<file path="config.mk">
export PLATFORM = sky130hd
export DESIGN_NAME = wdt_top
export DESIGN_NICKNAME = d
export VERILOG_FILES = /design/src/rtl/wdt_pkg.sv /design/src/rtl/wdt_datapath.sv /design/src/rtl/wdt_ctrl.sv /design/src/rtl/wdt_top.sv
export SDC_FILE = /design/constraint.sdc
export NUM_CORES = 1
export LEC_CHECK = 0
export BUFFER_PORTS_ARGS = -buffer_cell sky130_fd_sc_hd__buf_2
export CORE_UTILIZATION = 50
export CTS_CLUSTER_DIAMETER = 50
export DETAILED_ROUTE_END_ITERATION = 8
export GPL_TIMING_DRIVEN = 0
export PLACE_DENSITY = 0.71
export SYNTH_ARGS = -nofsm -noshare
export SYNTH_HDL_FRONTEND = slang
export SYNTH_SLANG_ARGS = --single-unit
</file>
<file path="constraint.sdc">
create_clock -name clk -period 2.9 [get_ports clk]
set_input_delay 0.58 -clock clk [delete_from_list [all_inputs] [get_ports clk]]
set_output_delay 0.58 -clock clk [all_outputs]
set_load 0.01 [all_outputs]
</file>
<file path="src/rtl/wdt_pkg.sv">
package wdt_pkg;
  localparam int TW = 8;

  localparam logic [3:0] OFF_CTRL = 4'h0;
  localparam logic [3:0] OFF_SVC  = 4'h2;
  localparam logic [3:0] OFF_STAT = 4'h4;
  localparam logic [3:0] OFF_MISC = 4'h8;

  localparam int BIT_PAUSE = 0;
  localparam int BIT_EN    = 2;
  localparam int BIT_RSEL  = 3;
  localparam int BIT_SRS   = 4;

  localparam logic [15:0] KEY_ARM  = 16'h5555;
  localparam logic [15:0] KEY_FIRE = 16'hAAAA;

  typedef struct packed {
    logic load;
    logic run;
    logic pdRun;
  } wdtStrobes_t;
endpackage

</file>
<file path="src/rtl/wdt_datapath.sv">
module wdt_datapath
  import wdt_pkg::*;
#(
  parameter int HALF_TICKS = 16384,
  parameter int PD_TICKS   = 524288
) (
  input  logic          clk,
  input  logic          rstN,
  input  logic          tick,
  input  wdtStrobes_t   stb,
  input  logic [TW-1:0] loadVal,
  output logic          expireStb,
  output logic          pdPulse
);
  localparam int PW  = (HALF_TICKS > 1) ? $clog2(HALF_TICKS) : 1;
  localparam int PDW = (PD_TICKS > 1) ? $clog2(PD_TICKS) : 1;
  localparam logic [PW-1:0]  PRE_LAST = PW'(HALF_TICKS - 1);
  localparam logic [PDW-1:0] PD_LAST  = PDW'(PD_TICKS - 1);

  logic [PW-1:0]  preCnt;
  logic [TW-1:0]  halfCnt;
  logic           doneQ;
  logic           step;
  logic           preEnd;
  logic [PDW-1:0] pdCnt;
  logic           pdDone;
  logic           pdPulseQ;

  assign step      = tick && stb.run && !doneQ && !stb.load;
  assign preEnd    = (preCnt == PRE_LAST);
  assign expireStb = step && preEnd && (halfCnt == '0);
  assign pdPulse   = pdPulseQ;

  always_ff @(posedge clk or negedge rstN) begin
    if (!rstN) begin
      preCnt  <= '0;
      halfCnt <= '0;
      doneQ   <= 1'b0;
    end else if (stb.load && !doneQ) begin
      preCnt  <= '0;
      halfCnt <= loadVal;
    end else if (step) begin
      if (preEnd) begin
        preCnt <= '0;
        if (halfCnt == '0) doneQ <= 1'b1;
        else               halfCnt <= halfCnt - 1'b1;
      end else begin
        preCnt <= preCnt + 1'b1;
      end
    end
  end

  always_ff @(posedge clk or negedge rstN) begin
    if (!rstN) begin
      pdCnt    <= '0;
      pdDone   <= 1'b0;
      pdPulseQ <= 1'b0;
    end else begin
      pdPulseQ <= 1'b0;
      if (tick && stb.pdRun && !pdDone) begin
        if (pdCnt == PD_LAST) begin
          pdPulseQ <= 1'b1;
          pdDone   <= 1'b1;
        end else begin
          pdCnt <= pdCnt + 1'b1;
        end
      end
    end
  end
endmodule

</file>
<file path="src/rtl/wdt_ctrl.sv">
module wdt_ctrl
  import wdt_pkg::*;
#(
  parameter int SRS_HITS = 2
) (
  input  logic          clk,
  input  logic          rstN,
  input  logic          tick,
  input  logic          lowPower,
  input  logic          wrEn,
  input  logic [3:0]    busAddr,
  input  logic [15:0]   wrData,
  input  logic          expireStb,
  input  logic          pdPulse,
  output logic [15:0]   rdData,
  output wdtStrobes_t   stb,
  output logic [TW-1:0] loadVal,
  output logic          timeoutRst,
  output logic          swRst,
  output logic          wdogOutN
);
  localparam int SW = $clog2(SRS_HITS + 1);
  localparam logic [SW-1:0] SRS_MAX = SW'(SRS_HITS);

  logic ctrlWr, svcWr, miscWr;
  logic [TW-1:0] timeoutQ;
  logic rselQ, enQ, pauseQ, pauseLockQ;
  logic armedQ, reloadEv, startEv;
  logic [SW-1:0] srsCntQ, srsBase, srsNext;
  logic srsHit;
  logic toutQ, wdogHoldQ, swQ, pdEnQ;

  assign ctrlWr = wrEn && (busAddr == OFF_CTRL);
  assign svcWr  = wrEn && (busAddr == OFF_SVC);
  assign miscWr = wrEn && (busAddr == OFF_MISC);

  assign startEv  = ctrlWr && wrData[BIT_EN] && !enQ;
  assign reloadEv = svcWr && armedQ && (wrData == KEY_FIRE);
  assign srsHit   = ctrlWr && !wrData[BIT_SRS] && enQ;
  assign srsBase  = tick ? '0 : srsCntQ;
  assign srsNext  = srsBase + SW'(srsHit);

  always_ff @(posedge clk or negedge rstN) begin
    if (!rstN) begin
      timeoutQ   <= '0;
      rselQ      <= 1'b0;
      enQ        <= 1'b0;
      pauseQ     <= 1'b0;
      pauseLockQ <= 1'b0;
    end else if (ctrlWr) begin
      timeoutQ <= wrData[15:8];
      rselQ    <= wrData[BIT_RSEL];
      if (wrData[BIT_EN]) enQ <= 1'b1;
      if (!pauseLockQ) begin
        pauseQ     <= wrData[BIT_PAUSE];
        pauseLockQ <= 1'b1;
      end
    end
  end

  always_ff @(posedge clk or negedge rstN) begin
    if (!rstN) armedQ <= 1'b0;
    else if (svcWr) armedQ <= (wrData == KEY_ARM);
  end

  always_ff @(posedge clk or negedge rstN) begin
    if (!rstN) begin
      srsCntQ <= '0;
      swQ     <= 1'b0;
    end else begin
      if (srsNext >= SRS_MAX) begin
        srsCntQ <= SRS_MAX;
        swQ     <= 1'b1;
      end else begin
        srsCntQ <= srsNext;
      end
    end
  end

  always_ff @(posedge clk or negedge rstN) begin
    if (!rstN) begin
      toutQ     <= 1'b0;
      wdogHoldQ <= 1'b0;
      pdEnQ     <= 1'b1;
    end else begin
      if (expireStb) begin
        if (rselQ) wdogHoldQ <= 1'b1;
        else       toutQ     <= 1'b1;
      end
      if (miscWr && (wrData == 16'h0000)) pdEnQ <= 1'b0;
    end
  end

  assign stb.load  = startEv || (reloadEv && enQ);
  assign stb.run   = enQ && !(pauseQ && lowPower);
  assign stb.pdRun = pdEnQ;
  assign loadVal   = ctrlWr ? wrData[15:8] : timeoutQ;

  assign timeoutRst = toutQ;
  assign swRst      = swQ;
  assign wdogOutN   = !(wdogHoldQ || pdPulse);

  always_comb begin
    rdData = 16'h0000;
    case (busAddr)
      OFF_CTRL: begin
        rdData[15:8]      = timeoutQ;
        rdData[BIT_SRS]   = 1'b1;
        rdData[BIT_RSEL]  = rselQ;
        rdData[BIT_EN]    = enQ;
        rdData[BIT_PAUSE] = pauseQ;
      end
      OFF_STAT: rdData[1:0] = {toutQ, swQ};
      OFF_MISC: rdData[0]   = pdEnQ;
      default:  rdData = 16'h0000;
    endcase
  end
endmodule

</file>
<file path="src/rtl/wdt_top.sv">
module wdt_top
  import wdt_pkg::*;
#(
  parameter int HALF_TICKS = 16384,
  parameter int PD_TICKS   = 524288,
  parameter int SRS_HITS   = 2
) (
  input  logic        clk,
  input  logic        rstN,
  input  logic        tick,
  input  logic        lowPower,
  input  logic        wrEn,
  input  logic [3:0]  busAddr,
  input  logic [15:0] wrData,
  output logic [15:0] rdData,
  output logic        timeoutRst,
  output logic        swRst,
  output logic        wdogOutN
);
  wdtStrobes_t   stb;
  logic [TW-1:0] loadVal;
  logic          expireStb;
  logic          pdPulse;

  wdt_ctrl #(.SRS_HITS(SRS_HITS)) u_ctrl (
    .clk(clk), .rstN(rstN), .tick(tick), .lowPower(lowPower),
    .wrEn(wrEn), .busAddr(busAddr), .wrData(wrData),
    .expireStb(expireStb), .pdPulse(pdPulse),
    .rdData(rdData), .stb(stb), .loadVal(loadVal),
    .timeoutRst(timeoutRst), .swRst(swRst), .wdogOutN(wdogOutN)
  );

  wdt_datapath #(.HALF_TICKS(HALF_TICKS), .PD_TICKS(PD_TICKS)) u_dp (
    .clk(clk), .rstN(rstN), .tick(tick), .stb(stb), .loadVal(loadVal),
    .expireStb(expireStb), .pdPulse(pdPulse)
  );
endmodule

</file>
# ---- Yosys cells after proc, flatten, opt, wreduce, memory -nomap -nowiden
# Cells that the tools add are included.
dict set report totals {
  out_inout_bits 19
  in_bits 25
  elab_cells 93
  ff_bits 63
}
dict set report classes {
  order_cmp 1
  n_bitwise 4
  eq_ne 8
  reduce_logical 43
  addsub 4
  muxes 16
}
# op count
set op_table {}
lappend op_table {{$mux 8} 6}
lappend op_table {{$mux 14} 3}
lappend op_table {{$logic_and 1x1->1} 21}
lappend op_table {{$add 19x1->19 const B} 1}
lappend op_table {{$eq 19x19->1 const B} 1}
lappend op_table {{$eq 16x15->1 const B} 1}
lappend op_table {{$eq 16x16->1 const B} 1}
lappend op_table {{$logic_not 16->1} 1}
lappend op_table {{$add 14x1->14 const B} 1}
lappend op_table {{$eq 14x14->1 const B} 1}
lappend op_table {{$reduce_and 2->1} 6}
lappend op_table {{$logic_not 8->1} 1}
lappend op_table {{$sub 8x1->8 const B} 1}
lappend op_table {{$logic_not 1->1} 7}
lappend op_table {{$eq 4x2->1 const B} 1}
lappend op_table {{$eq 4x3->1 const B} 1}
lappend op_table {{$eq 4x4->1 const B} 1}
lappend op_table {{$logic_not 4->1} 1}
lappend op_table {{$mux 2} 2}
lappend op_table {{$not 1->1} 4}
lappend op_table {{$reduce_and 4->1} 1}
lappend op_table {{$reduce_bool 2->1} 2}
lappend op_table {{$mux 1} 3}
lappend op_table {{$mux 3} 1}
lappend op_table {{6 further kinds} 7}

# ---- Logic depth before layout (Yosys ltp)
# Gate-level depths: netlist of run 1.
dict set report depth {
  word_depth 11
  depth_mapped 7
}

# ---- Hierarchy
# A second synthesis of run 1 with hierarchy kept.
dict set report hier_totals {
  cells_unflattened 334
  area_unflattened_um2 3378.2
}
# mod n_inst cells_per_inst area_each_um2 seq_area_each_um2
set by_module_without_submodules {}
lappend by_module_without_submodules {wdt_datapath 1 242 2323.5 1101.1}
lappend by_module_without_submodules {wdt_ctrl 1 92 1054.8 476.7}

# ---- Least setup slack after synthesis of run 1
# OpenSTA, ideal clock, no wires.
dict set report synth_timing {
  path_type {input-to-reg}
  startpoint {input busAddr[2]}
  endpoint {register u_dp.preCnt[3]}
  slack_ns 0.567
  path_stages 7
  path_buffers 2
  arrival_ns 2.252
  cell_sequence {buf_6 > or4b_4 > o32ai_2 > a21oi_2 > buf_6 > or4_1 > a21oi_1}
}
dict set report synth_between {
  elab_chain_len 9
  elab_cells_between_ends 15
  cone_classes {eq/ne: 1; mux: 1; reduce/logical: 13}
}
# element line_no
set synth_lines {}
lappend synth_lines {{from (decl)} wdt_top.sv:13} ;# input logic [3:0] busAddr,
lappend synth_lines {{$eq 4x2->1} wdt_ctrl.sv:34} ;# assign svcWr = wrEn && (busAddr == OFF_SVC);
lappend synth_lines {{$logic_and 1x1->1} wdt_ctrl.sv:34}
lappend synth_lines {{$logic_and 1x1->1 (2 in series)} wdt_ctrl.sv:38} ;# assign reloadEv = svcWr && armedQ && (wrData == KEY_FIRE);
lappend synth_lines {{$logic_and 1x1->1} wdt_ctrl.sv:94} ;# assign stb.load = startEv || (reloadEv && enQ);
lappend synth_lines {{$logic_or 1x1->1 *} wdt_ctrl.sv:94}
lappend synth_lines {{$logic_not 1->1} wdt_datapath.sv:29} ;# assign step = tick && stb.run && !doneQ && !stb.load;
lappend synth_lines {{$logic_and 1x1->1} wdt_datapath.sv:29}
lappend synth_lines {{$reduce_bool 2->1 (no source line)} --}
lappend synth_lines {{to (signal assigned)} wdt_datapath.sv:48} ;# preCnt <= preCnt + 1'b1;
lappend synth_lines {{to (decl)} wdt_datapath.sv:20} ;# logic [PW-1:0] preCnt;
# Every way passes the cells marked *; elsewhere a longest branch is shown, timed or not.
# A chain may end at the register's enable or synchronous reset.

# ---- Worst setup path in the final report of run 1
dict set report layout_timing {
  startpoint {input busAddr[1]}
  endpoint {output rdData[15]}
}
dict set report layout_between {
  elab_chain_len 2
}
# element line_no
set layout_lines {}
lappend layout_lines {{$logic_not 4->1} wdt_ctrl.sv:105} ;# case (busAddr)
lappend layout_lines {{$mux 8} wdt_ctrl.sv:105}
lappend layout_lines {{to (decl)} wdt_top.sv:15} ;# output logic [15:0] rdData,
# Every way passes these cells.

==> impl_summary.txt, run 1 <==
----------------------------------------------------
[STA]
  Total negative slack ... 0 ns
  Highest clock frequency the design can meet ... 0.4029 GHz
  Count of pins over their slew limit ... 0
  Minimum clock period after layout ... between 2 and 2.5 ns
  Final critical-path share of the clock period ... 0.8559
  Endpoints failing setup ... 0
  Hold Vio Cnt, Final ... 0
  Worst hold-check slack ... 0.3201 ns
  Transition time at the pin with the least slew margin ... 0.7736 ns
  Worst slew margin relative to its limit ... 0.4843
  Setup repair after global routing missed its margin ... no
  Clock Skew ... 0.007237 ns

[Cells and area]
  Fillers ... 528
  Fraction of layout instances using a drive strength above 1 ... 0.2132
  Layout Utilization ... 0.6113
  Ant diodes ... 0
  Layout Area Growth over Synthesis ... 17.35%
  Number of nets in the layout ... ~420
  Sequential cell area ... between 1500 and 2000 um^2
  Highest-count cells in the layout ignoring fill and taps ... sky130_fd_sc_hd__dfrtp_1, sky130_fd_sc_hd__buf_2, sky130_fd_sc_hd__nor2_1, sky130_fd_sc_hd__nand2_1, sky130_fd_sc_hd__nand4_1
  Leading cell type in the layout, fill and taps excluded ... sky130_fd_sc_hd__dfrtp_1
  Non-filler cells, final ... approximately 470
  Area of the multi-input gates ... 1658 um^2

[Yosys]
  Area fraction of the dominant cell type after synthesis ... 0.4637
  Synth Instances ... approximately 340
  Post-synthesis sequential element count ... 63
  Avg Inst Size Synth ... between 9 and 10 um^2
  Number of different library cells in the post-synthesis netlist ... 52
  Synthesized cell area ... 3346 um^2
  Sequential-to-total area share from yosys stat ... 0.4716
  Synth area leader ... sky130_fd_sc_hd__dfrtp_1
  FFs w/ async S/R, synth ... 1.000
  Dominant register cell in the synthesized netlist ... sky130_fd_sc_hd__dfrtp_1
  Synth warn ... 0
  Number of flops mapped to enable cells by yosys ... 0
  Ranking of synthesized cells by area ... sky130_fd_sc_hd__dfrtp_1, sky130_fd_sc_hd__xor2_1, sky130_fd_sc_hd__mux2_2

[Drt]
  Initial DRC count ... 152
  Count of nets left with antenna violations after detail routing ... 0
  Number of vias after detailed routing ... 2702
  Average wire per standard cell ... approximately 15 um
  Number of detailed-routing iterations run before antenna repair ... 8
  Via density ... around 5.7
  DRC ... 1
  Total Routed Length ... 7203 um

[Floorplan]
  Standard-cell row count ... 29
  Die height ... 83.80 um
  Initial core utilization ... 0.5209
  DIE WIDTH ... 83.80 um
  Die Outline Area ... 7022 um^2
  Area inside the core boundary ... 6422 um^2
  Boundary Pins ... 44

[Power and ir drop]
  Max IR drop VDD ... 0.3768 mV
  Static leakage ... 0.001785 uW
  Power per Cell Area ... 613.9 nW/um^2

[Global route]
  Antenna violations before repair ... 0
  Met3 usage ... 0.06825
  Total global routing overflow ... 0
  Peak-usage layer in the global routing report ... met2
  Global routing usage on met2 ... 0.3443
  Global-route wire length before repair ... 12430 um
  All-layer global routing usage ... 0.2261
  Maximum number of pins on one net before global-route repair ... 64
  Met1 global-route usage ... 0.3114
  Vias in the first global route ... 2596

[Clock tree]
  Clock insertion delay at the later pin of the skew report ... 0.34 ns
  # clock sinks ... 63
  Clock tree from TritonCTS ... built
  Post-cts gate resize count ... 0
  CTS buffer count ... 9
  Hold buffer count at cts ... 0
  Root buf cell ... sky130_fd_sc_hd__clkbuf_8
  Maximum level of the CTS H-tree ... 3
  Buffer levels on the longest clock path ... 2
  Number of setup buffers added after CTS ... 0
  Clock slew at reported path FFs ... around 0.07 ns

[Worst setup path]
  Nature of the critical path endpoint ... output port
  Crit path arrival time ... 1.90 ns
  Critical path class ... input pin to output port
  Required time reported for the critical path endpoint ... about 2.3 ns
  Critical Path Source Type ... input pin
  CP max FO ... 10

[Placement]
  Port Buffers ... 39
  Count of placed standard cells including taps ... 455
  Half-perimeter wire length after detailed placement ... 5184 um
  Global placement routability congestion ... 0.8824

[Status]
  Violations in the final reports ... DRC
  Run status ... finished, violations left

[Job]
  Total of max-cap violations ... 0

[Worst hold path]
  Worst min-delay path category ... input pin to async pin

----------------------------------------------------
==> logic make-up after synthesis <==
family	Yosys count	share of synthesized area
and+or+nand+nor	157	0.2659
DFF	63	0.4716
AOI/OAI and AO/OA	55	0.1126
buffers and inverters	23	0.03515
xor gates and xnor gates	20	0.05236
muxes	13	0.04263
adders and majority gates	5	0.01870
other	1	0.001121
==> sequential cells by signal, summed over array words and instances, names as in the netlist <==
| register | cells |
|---|---|
| u_ctrl.swRst | 1 |
| u_ctrl.enQ | 1 |
| u_dp.halfCnt | 8 |
| u_dp.pdDone | 1 |
| u_dp.pdCnt | 19 |
| u_dp.preCnt | 14 |
| u_ctrl.timeoutRst | 1 |
| u_ctrl.rselQ | 1 |
| u_ctrl.timeoutQ | 8 |
| u_dp.pdPulse | 1 |
| u_ctrl.pauseQ | 1 |
| u_ctrl.srsCntQ | 2 |
| u_ctrl.pauseLockQ | 1 |
| u_ctrl.wdogHoldQ | 1 |
| u_ctrl.armedQ | 1 |
| u_ctrl.pdEnQ | 1 |
| u_dp.doneQ | 1 |
==> per-stage QoR <==
step                instance area, um^2  worst slack (ns)  total power [uW]
floorplan                          3353            0.5666              1264
global placement                   3645            0.2549              1366
detailed placement                 3647            0.2461              1380
CTS                                3926            0.4414              2437
global route                       3926            0.2548              2527
finish                             3926            0.4178              2410
==> synthesized netlist by cell type (10+ instances only) <==
| master | n |
|---|---|
| sky130_fd_sc_hd__a21oi_1 | 10 |
| sky130_fd_sc_hd__a31oi_1 | 10 |
| sky130_fd_sc_hd__and2_1 | 13 |
| sky130_fd_sc_hd__dfrtp_1 | 62 |
| sky130_fd_sc_hd__inv_1 | 10 |
| sky130_fd_sc_hd__mux2_2 | 10 |
| sky130_fd_sc_hd__nand2_1 | 22 |
| sky130_fd_sc_hd__nand4_1 | 17 |
| sky130_fd_sc_hd__nor2_1 | 25 |
| sky130_fd_sc_hd__nor3_1 | 12 |
| sky130_fd_sc_hd__nor4_1 | 14 |
| sky130_fd_sc_hd__xor2_1 | 13 |
==> final cells by class <==
class	count	share of cell area
buffer	13	0.02040
clock buffer	11	0.03856
clock inverter	5	0.03250
inverter	10	0.009560
multi-input combinational	253	0.4222
sequential	63	0.4018
tap	77	0.02454
timing repair buffer	39	0.05035
==> power by group <==
group          internal (uW)  switching (uW)  leakage (uW)  total, uW
clock network            705             337      0.000136       1040
registers                974            86.8      0.000820       1060
logic                    135             172      0.000829        307
total                   1810             596       0.00178       2410
==> routing by layer <==
metal | part of all wire | wire length, um
met1 | 0.49 | 3517
met2 | 0.46 | 3291
met3 | 0.044 | 320
met4 | 0.010 | 74
met5 | 0 | 0
==> critical path, cell delays in order <==
cell                       delay [ns]
sky130_fd_sc_hd__buf_2           0.10
sky130_fd_sc_hd__buf_2           0.18
sky130_fd_sc_hd__nor4_1          0.32
sky130_fd_sc_hd__clkbuf_1        0.38
sky130_fd_sc_hd__and2_1          0.21
sky130_fd_sc_hd__buf_2           0.13
==> path summary, 6_finish.rpt <==
check	startpoint	to	slack, ns	cells past startpoint
hold reg to reg	u_dp.pdCnt[18]$_DFFE_PN0P_	u_dp.pdCnt[18]$_DFFE_PN0P_	0.48	1
setup / recovery	busAddr[1]	rdData[15]	0.42	6
setup reg to reg	u_dp.preCnt[0]$_DFFE_PN0P_	u_dp.halfCnt[6]$_DFFE_PN0P_	0.61	7
min in group clk	u_dp.pdCnt[18]$_DFFE_PN0P_	u_dp.pdCnt[18]$_DFFE_PN0P_	0.48	1
max in group asynchronous	rstN	u_dp.pdCnt[2]$_DFFE_PN0P_	2.08	1
hold / removal	rstN	u_dp.preCnt[0]$_DFFE_PN0P_	0.32	1
No activity file was read; power rests on OpenSTA's default activity.
==> inputs of run 2 (changes only) <==
--- a/config.mk
+++ b/config.mk
@@ -5,12 +5,14 @@
 export SDC_FILE = /design/constraint.sdc
 export NUM_CORES = 1
 export LEC_CHECK = 0
+export ABC_AREA = 1
 export BUFFER_PORTS_ARGS = -buffer_cell sky130_fd_sc_hd__buf_2
+export CAP_MARGIN = 15
 export CORE_UTILIZATION = 50
 export CTS_CLUSTER_DIAMETER = 50
 export DETAILED_ROUTE_END_ITERATION = 8
 export GPL_TIMING_DRIVEN = 0
-export PLACE_DENSITY = 0.71
+export PLACE_DENSITY = 0.7
 export SYNTH_ARGS = -nofsm -noshare
 export SYNTH_HDL_FRONTEND = slang
 export SYNTH_SLANG_ARGS = --single-unit
==> run 2 against run 1 <==
Effect of this change:
- the run now ends clean
- clock power shrank 19%
- critical path depth is the same
- register-to-register slack gained 0.31 ns
- sequential share of layout area shrank 2.7 points
==> impl_summary.txt, run 2 <==
----------------------------------------------------
[Global route]
  Global-route wire length before repair ... 13240 um (+6.6%)
  Maximum number of pins on one net before global-route repair ... 64 (unchanged)
  All-layer global routing usage ... 0.2226 (-0.003459)
  Total global routing overflow ... 0 (unchanged)
  Antenna violations before repair ... 0 (unchanged)
  Vias in the first global route ... 2970 (+14%)

[Yosys]
  Synth warn ... 0 (unchanged)
  Simple-gate share of the synthesized area ... 0.3454 (+0.07951)
  Most frequently used cell type in the post-synthesis netlist ... sky130_fd_sc_hd__nand2_1
  Area fraction of the dominant cell type after synthesis ... 0.4236 (-0.04008)
  Combinational family with the most area after synthesis ... simple AND/OR/NAND/NOR gates
  Avg Inst Size Synth ... 7.209 um^2 (-27%)
  Synthesized-area fraction occupied by ao, oa, aoi and oai cells ... 0.04749 (-0.06508)
  Synth area leader ... sky130_fd_sc_hd__dfrtp_1
  FFs w/ async S/R, synth ... 1.000 (unchanged)
  Number of different library cells in the post-synthesis netlist ... 32 (-38%)
  Ranking of synthesized cells by area ... sky130_fd_sc_hd__dfrtp_1, sky130_fd_sc_hd__nand2_1, sky130_fd_sc_hd__inv_1
  Area share of xor/xnor cells in the synthesized design ... 0.05501 (+0.002649)
  Top post-synthesis cells by count ... sky130_fd_sc_hd__nand2_1, sky130_fd_sc_hd__inv_1, sky130_fd_sc_hd__nor2_1
  Post-synthesis sequential element count ... 63 (unchanged)
  Adder-cell share of the synthesized area ... 0.01708 (-0.001616)
  Mux share of post-synthesis cell area ... 0 (-0.04263)
  Synthesized cell area ... 3662 um^2 (+9.5%)
  Synth Instances ... 508 (+51%)
  Dominant register cell in the synthesized netlist ... sky130_fd_sc_hd__dfrtp_1
  Number of flops mapped to enable cells by yosys ... 0 (unchanged)
  Sequential-to-total area share from yosys stat ... 0.4308 (-0.04076)

[Cells and area]
  Largest register by flop count ... u_dp.pdCnt
  Fraction of layout instances using a drive strength above 1 ... 0.1413 (-0.07186)
  Fillers ... 659 (+25%)
  Area of the multi-input gates ... 1714 um^2 (+3.4%)
  Highest-count cells in the layout ignoring fill and taps ... sky130_fd_sc_hd__nand2_1, sky130_fd_sc_hd__inv_1, sky130_fd_sc_hd__nor2_1, sky130_fd_sc_hd__dfrtp_1, sky130_fd_sc_hd__nand3_1
  Post-route cell area ... 4213 um^2 (+7.3%)
  Layout Utilization ... 0.6067 (-0.004671)
  Leading registers by flop count ... u_dp.pdCnt: 19 flops, u_dp.preCnt: 14 flops
  Largest register FFs ... 19 (unchanged)
  Ant diodes ... 0 (unchanged)
  Sequential cell area ... 1578 um^2 (unchanged)
  Layout Area Growth over Synthesis ... 15.03%
  Leading cell type in the layout, fill and taps excluded ... sky130_fd_sc_hd__nand2_1
  Number of nets in the layout ... 591 (+41%)

[Floorplan]
  Die height ... 87.59 um (+4.5%)
  Initial core utilization ... 0.5274 (+0.006444)
  Standard-cell row count ... 30 (+3.4%)
  DIE WIDTH ... 87.59 um (+4.5%)
  Die Outline Area ... 7671 um^2 (+9.2%)
  Boundary Pins ... 44 (unchanged)
  Area inside the core boundary ... 6944 um^2 (+8.1%)

[Clock tree]
  Clock tree from TritonCTS ... built
  CTS buffer count ... 9 (unchanged)
  Buffer levels on the longest clock path ... 2 (unchanged)
  Clock insertion delay at the later pin of the skew report ... 0.35 ns (about the same)
  Hold buffer count at cts ... 0 (unchanged)
  Root buf cell ... sky130_fd_sc_hd__clkbuf_8
  Post-cts gate resize count ... 0 (unchanged)
  # clock sinks ... 63 (unchanged)
  Clock slew at reported path FFs ... 0.07 ns (about the same)
  Maximum level of the CTS H-tree ... 3 (unchanged)
  Number of setup buffers added after CTS ... 0 (unchanged)

[Power and ir drop]
  Power per Cell Area ... 446.1 nW/um^2 (-27%)
  Max IR drop VDD ... 0.2326 mV (-38%)
  Static leakage ... 0.002277 uW (+28%)

[Drt]
  Total Routed Length ... 7540 um (+4.7%)
  Average wire per standard cell ... 11.39 um (-26%)
  DRC ... 0 (-1)
  Count of nets left with antenna violations after detail routing ... 0 (unchanged)
  Via density ... 4.805 (-16%)
  Number of detailed-routing iterations run before antenna repair ... 5 (-3)
  Initial DRC count ... 153 (+0.66%)
  Number of vias after detailed routing ... 3181 (+18%)

[STA]
  Final critical-path share of the clock period ... 0.6897 (-0.1663)
  Hold Vio Cnt, Final ... 0 (unchanged)
  Endpoints failing setup ... 0 (unchanged)
  Total negative slack ... 0 ns (unchanged)
  Minimum clock period after layout ... 2.000 ns (-0.4821 ns)
  Clock Skew ... 0.01319 ns (+0.005956 ns)
  Worst hold-check slack ... 0.3218 ns (+0.001614 ns)
  Count of pins over their slew limit ... 0 (unchanged)
  Highest clock frequency the design can meet ... 0.5000 GHz (+24%)
  Slack of the critical path ... 0.9000 ns (+0.4821 ns)
  Transition time at the pin with the least slew margin ... 0.8029 ns (+0.02933 ns)
  Setup repair after global routing missed its margin ... no
  Worst slew margin relative to its limit ... 0.4647 (-0.01956)

[Placement]
  Worst setup slack before clock tree synthesis ... 0.5762 ns (+0.3302 ns)
  Global placement routability congestion ... 0.8404 (-4.8%)
  Half-perimeter wire length after detailed placement ... 5470 um (+5.5%)
  Post-placement cell area ... 3993 um^2 (+9.5%)
  Port Buffers ... 40 (+2.6%)

[Worst setup path]
  Critical Path Source Type ... input pin
  Nature of the critical path endpoint ... output port
  Critical path class ... input pin to output port
  CP max FO ... 10 (unchanged)
  Crit path arrival time ... 1.42 ns (-0.48 ns)
  Required time reported for the critical path endpoint ... 2.32 ns (about the same)

[Status]
  Run status ... finished clean

[Job]
  Total of max-cap violations ... 0 (unchanged)

[Worst hold path]
  Worst min-delay path category ... input pin to async pin

----------------------------------------------------
run 2: cell count changes in the layout (fill, tap and decap cells not counted), moves of 8 or more:
cell,before,now
sky130_fd_sc_hd__or4_1,8,0
sky130_fd_sc_hd__nor4_1,14,3
sky130_fd_sc_hd__o21ai_0,8,22
sky130_fd_sc_hd__and2_1,13,1
sky130_fd_sc_hd__inv_1,10,76
sky130_fd_sc_hd__or3_1,9,0
sky130_fd_sc_hd__nor2_1,25,66
sky130_fd_sc_hd__nand2_1,22,147
sky130_fd_sc_hd__a31oi_1,10,1
sky130_fd_sc_hd__nand4_1,17,7
sky130_fd_sc_hd__nand3_1,9,44
sky130_fd_sc_hd__mux2_2,10,0
run 2: metal layers:
layer | vias to the layer above | share of wire | global-route usage
li1 | 1674 | - | -
met5 | - | 0 | 0
met3 | 14 | 0.034 | 0.04430
met1 | 1435 | 0.50 | 0.2978
met2 | 58 | 0.45 | 0.3572
met4 | 0 | 0.017 | 0.08793
run 2: worst paths after layout:
path                       depth (start not counted)                 startpoint  slack [ns]                         end
max                                                6                 busAddr[1]        0.90                  rdData[15]
min                                                1                       rstN        0.32  u_dp.pdCnt[11]$_DFFE_PN0P_
max reg2reg                                       11  u_dp.pdCnt[0]$_DFFE_PN0P_        0.92  u_dp.pdCnt[11]$_DFFE_PN0P_
min reg2reg                                        2   u_ctrl.pdEnQ$_DFFE_PN1P_        0.46    u_ctrl.pdEnQ$_DFFE_PN1P_
max in group asynchronous                          1                       rstN        2.05  u_dp.pdCnt[18]$_DFFE_PN0P_
min in group clk                                   2   u_ctrl.pdEnQ$_DFFE_PN1P_        0.46    u_ctrl.pdEnQ$_DFFE_PN1P_
run 2: cell type report:
| type | count | share of cell area |
|---|---|---|
| Buffer | 13 | 0.02020 |
| Clock buffer | 14 | 0.04336 |
| Clock inverter | 2 | 0.008910 |
| Inverter | 78 | 0.06950 |
| Multi-Input combinational cell | 356 | 0.4069 |
| Sequential cell | 63 | 0.3745 |
| Tap cell | 96 | 0.02851 |
| Timing Repair Buffer | 40 | 0.04811 |
run 2: logic make-up after synthesis:
| logic type | Yosys count |
|---|---|
| and+or+nand+nor | 294 |
| DFF | 63 |
| AOI/OAI and AO/OA | 31 |
| xor gates and xnor gates | 23 |
| adders and majority gates | 5 |
| buffers and inverters | 91 |
| other | 1 |
run 2: power breakdown:
group / switching (uW) / total, uW / internal, uW
Sequential: 10.3 / 920 / 910
Clock: 346 / 838 / 492
Combinational: 82.7 / 121 / 38.2
Total: 439 / 1880 / 1440
run 2: critical path, cell delays in order:
cell and delay, ns:
sky130_fd_sc_hd__buf_2 0.12, sky130_fd_sc_hd__nor2_4 0.14, sky130_fd_sc_hd__nand2_2 0.10, sky130_fd_sc_hd__clkbuf_1 0.21, sky130_fd_sc_hd__nor2_1 0.13, sky130_fd_sc_hd__buf_2 0.14
run 2: stage by stage:
stage                     power [uW]  instances
final                           1879        662
after detailed placement        1059        646
after floorplan                993.8        510
after global placement          1057        646
after global routing            1957        662
after CTS                       1893        662
